==> config.mk <==
export PLATFORM = sky130hd
export DESIGN_NAME = hc_adder
export DESIGN_NICKNAME = d
export VERILOG_FILES = /design/src/rtl/hc_adder_pkg.sv /design/src/rtl/hc_pg_stage.sv /design/src/rtl/hc_sparse_tree.sv /design/src/rtl/hc_sum_stage.sv /design/src/rtl/hc_adder.sv
export SDC_FILE = /design/constraint.sdc
export NUM_CORES = 1
export LEC_CHECK = 0
export BUFFER_PORTS_ARGS = -buffer_cell sky130_fd_sc_hd__buf_2
export CAP_MARGIN = 10
export CORE_MARGIN = 4
export CORE_UTILIZATION = 35
export DETAILED_ROUTE_END_ITERATION = 8
export PLACE_DENSITY = 0.8
export SLEW_MARGIN = 40
export SYNTH_ARGS = -nofsm -noshare
export SYNTH_HDL_FRONTEND = slang
export SYNTH_SLANG_ARGS = --single-unit
==> constraint.sdc <==
create_clock -name vclk -period 8.1
set_input_delay 1.62 -clock vclk [all_inputs]
set_output_delay 1.62 -clock vclk [all_outputs]
set_load 0.05 [all_outputs]
==> src/rtl/hc_adder_pkg.sv <==
package hc_adder_pkg;

  typedef struct packed {
    logic g;
    logic p;
  } gp_t;

  // Prefix combine: upper span "hi" absorbs lower span "lo".
  function automatic gp_t gp_combine(gp_t hi, gp_t lo);
    gp_t r;
    r.g = hi.g | (hi.p & lo.g);
    r.p = hi.p & lo.p;
    return r;
  endfunction

endpackage

==> src/rtl/hc_pg_stage.sv <==
module hc_pg_stage
  import hc_adder_pkg::*;
#(
  parameter int WIDTH = 16
) (
  input  logic [WIDTH-1:0] a_in,
  input  logic [WIDTH-1:0] b_in,
  output gp_t  [WIDTH-1:0] pg_out
);

  for (genvar i = 0; i < WIDTH; i++) begin : g_bit
    assign pg_out[i].g = a_in[i] & b_in[i];
    assign pg_out[i].p = a_in[i] ^ b_in[i];
  end

endmodule

==> src/rtl/hc_sparse_tree.sv <==
module hc_sparse_tree
  import hc_adder_pkg::*;
#(
  parameter int WIDTH = 16
) (
  input  gp_t [WIDTH-1:0] pg_in,
  output gp_t [WIDTH-1:0] grp_out
);

  localparam int LEVELS = $clog2(WIDTH);

  // node[l] holds the spans after l odd-only levels.
  gp_t [LEVELS:0][WIDTH-1:0] node;

  assign node[0] = pg_in;

  for (genvar l = 0; l < LEVELS; l++) begin : g_lvl
    localparam int DIST = 1 << l;
    for (genvar i = 0; i < WIDTH; i++) begin : g_bit
      if ((i % 2 == 1) && (i >= DIST)) begin : g_cell
        assign node[l+1][i] = gp_combine(node[l][i], node[l][(i >= DIST) ? i - DIST : 0]);
      end else begin : g_pass
        assign node[l+1][i] = node[l][i];
      end
    end
  end

  // Closing row: each even position joins the odd group right below it.
  for (genvar i = 0; i < WIDTH; i++) begin : g_fill
    if ((i % 2 == 0) && (i >= 2)) begin : g_cell
      assign grp_out[i] = gp_combine(node[LEVELS][i], node[LEVELS][(i >= 1) ? i - 1 : 0]);
    end else begin : g_pass
      assign grp_out[i] = node[LEVELS][i];
    end
  end

endmodule

==> src/rtl/hc_sum_stage.sv <==
module hc_sum_stage
  import hc_adder_pkg::*;
#(
  parameter int WIDTH = 16
) (
  input  logic [WIDTH-1:0] prop_in,
  input  gp_t  [WIDTH-1:0] grp_in,
  input  logic             carry_in,
  output logic [WIDTH-1:0] sum_out,
  output logic             carry_out
);

  logic [WIDTH:0] carry;

  assign carry[0] = carry_in;

  for (genvar i = 0; i < WIDTH; i++) begin : g_bit
    assign carry[i+1]  = grp_in[i].g | (grp_in[i].p & carry_in);
    assign sum_out[i]  = prop_in[i] ^ carry[i];
  end

  assign carry_out = carry[WIDTH];

endmodule

==> src/rtl/hc_adder.sv <==
module hc_adder
  import hc_adder_pkg::*;
#(
  parameter int WIDTH = 16
) (
  input  logic [WIDTH-1:0] a_in,
  input  logic [WIDTH-1:0] b_in,
  input  logic             carry_in,
  output logic [WIDTH-1:0] sum_out,
  output logic             carry_out
);

  if ((WIDTH < 4) || ((WIDTH & (WIDTH - 1)) != 0)) begin : g_bad_width
    $error("hc_adder: WIDTH must be a power of two of at least 4");
  end

  gp_t  [WIDTH-1:0] pg;
  gp_t  [WIDTH-1:0] grp;
  logic [WIDTH-1:0] prop;

  hc_pg_stage #(.WIDTH(WIDTH)) u_pg (
    .a_in   (a_in),
    .b_in   (b_in),
    .pg_out (pg)
  );

  hc_sparse_tree #(.WIDTH(WIDTH)) u_tree (
    .pg_in   (pg),
    .grp_out (grp)
  );

  for (genvar i = 0; i < WIDTH; i++) begin : g_prop
    assign prop[i] = pg[i].p;
  end

  hc_sum_stage #(.WIDTH(WIDTH)) u_sum (
    .prop_in   (prop),
    .grp_in    (grp),
    .carry_in  (carry_in),
    .sum_out   (sum_out),
    .carry_out (carry_out)
  );

endmodule

==> flow_metrics.tcl <==
set metrics [dict create \
    outcome "complete, no violations" \
    finalWirelength_mm 1.76 \
    die_x_um 52.3 \
    synth-xor-area-share_pct 16.5 \
    final_common_cell "buf_2" \
    die_h_um 52.3 \
    die-area_um2 2740 \
    synthAdderAreaFrac_pct 32.0 \
    avgSynthCellArea_um2 7.56 \
    drive_gt1_share_pct 37.9 \
    ys_seq_area_share_pct 0 \
    final_cell_mix "buf_2, ha_1, inv_1" \
    ant_nets 0 \
    postCtsHoldBufs 0 \
    grt_pass1_vias 720 \
    cts_setup_buffers 0 \
    start_util_pct 38.2 \
    required_ps 6480 \
    antenna_cells 0 \
    syn-num-nets 141 \
    synthCells 91 \
    setup_viol 0 \
    setup_ws_ps 2890 \
    cp-start-kind "input pin" \
    synthMuxAreaShare_pct 0 \
    seq_area_um2 0 \
    via_count 799 \
    cp-end-kind "output pin" \
    grt_pass1_wl_mm 2.88 \
    tightest_slew_ps 342 \
    port_buffers 50 \
    nFlopsAndLatches 0 \
    fin_nets 192 \
    area_delta_synth_final_pct 39.3 \
    ys_types 25 \
    place_congestion 0.769 \
    vdd_drop_max_mv 0.0705 \
    p_leak_nw 0.553 \
    report.final.slew_viol_count 0 \
    grt_antenna_before_repair 0 \
    routed_via_density 4.84 \
    slew_headroom_pct 77.2 \
    ys.warnings.count 0 \
    grt_max_degree 10 \
    arrival_ps 3590 \
    cts_resized 0 \
    grtUsageTotal_pct 12.8 \
    clkbuf_count 0 \
    dp_hpwl_mm 1.60 \
    post-route-drc-count 0 \
    wl_per_cell_um 10.6 \
    boundaryPins 50 \
    rsz0062_at_grt "no" \
    core-area_um2 1800 \
    grt_overflow_total 0 \
    fmax_mhz 192 \
    fin_crit_sh_pct 64.3 \
    finalHoldViolations 0 \
    criticalPathCategory "input pin to output pin" \
    hp-class "input pin to output pin" \
    synth_compound_area_share_pct 29.5 \
    whs_ps 3740 \
    cp_max_fo 9 \
    min_period_ps 5210 \
    cap_viol_max_count 0 \
    post-place-ws_ps 2890 \
    fillers 194 \
    power_density_nw_per_um2 149 \
    synth_simple_gate_area_share_pct 14.4 \
    p_total_mw 0.142 \
    setup_tns_ps 0 \
    post_synth_instance_area_um2 688 \
    drt-initial-drc-count 3 \
    dr.pass1.iters 4 \
    row_count 15 \
    synth_top_family_by_area "adder cells" \
]
synth_stat cells, types with 2 or more instances:
cell type	instances	area [µm²]
a21oi_1	10	50.1
xor2_1	4	35.0
nand3_1	3	15.0
nand2_1	5	18.8
nor2b_1	2	12.5
a31oi_1	3	18.8
and3_1	3	18.8
xnor2_1	9	78.8
ha_1	16	200
o21bai_1	3	22.5
a21o_1	4	30.0
inv_1	11	41.3
o221ai_1	2	17.5
o21ai_0	4	20.0
a211oi_1	2	15.0
layout make-up:
| cell class | instances | area [µm²] | area share [%] |
|---|---|---|---|
| timing repair buffer | 50 | 250 | 26.1 |
| tap | 25 | 31.3 | 3.26 |
| inverter | 11 | 41.3 | 4.31 |
| multi-input combinational | 79 | 636 | 66.3 |
critical path, stage by stage:
cell and delay [ps]:
buf_2 100, ha_1 340, a21oi_1 260, o21ai_0 140
a211o_1 400, and3_4 220, o41a_1 290, buf_2 210
metal layers:
layer / routed length [µm] / share of wire, % / GRT usage (%) / vias up
li1: - / - / - / 433
met1: 741 / 42 / 15.4 / 341
met2: 896 / 51 / 26.0 / 25
met3: 118 / 6.7 / 0.285 / 0
met4: 0 / 0 / 0 / 0
met5: 0 / 0 / 0 / -
worst paths after layout:
kind     start  slack (ps)           to  cells past startpoint
min   b_in[15]        3740  sum_out[15]                      4
max    a_in[5]        2890  sum_out[12]                      8
stage by stage:
| step | area (µm²) | instances | utilization (%) |
|---|---|---|---|
| 6_report | 958 | 165 | 53.2 |
| 5_1_grt | 958 | 165 | 53.2 |
| 4_1_cts | 958 | 165 | 53.2 |
| 3_5_place_dp | 958 | 165 | 53.2 |
| 3_3_place_gp | 958 | 165 | 53.2 |
| 2_1_floorplan | 688 | 91 | - |
where the power goes:
part,internal (mW),switching [mW]
Sequential,0,0
Clock,0,0
Combinational,0.0422,0.100
logic make-up after synthesis:
group                      after synthesis
AOI/OAI and AO/OA                       31
and+or+nand+nor                         18
adders and majority gates               17
xor gates and xnor gates                13
buffers and inverters                   12
No activity file was read; power rests on OpenSTA's default activity.
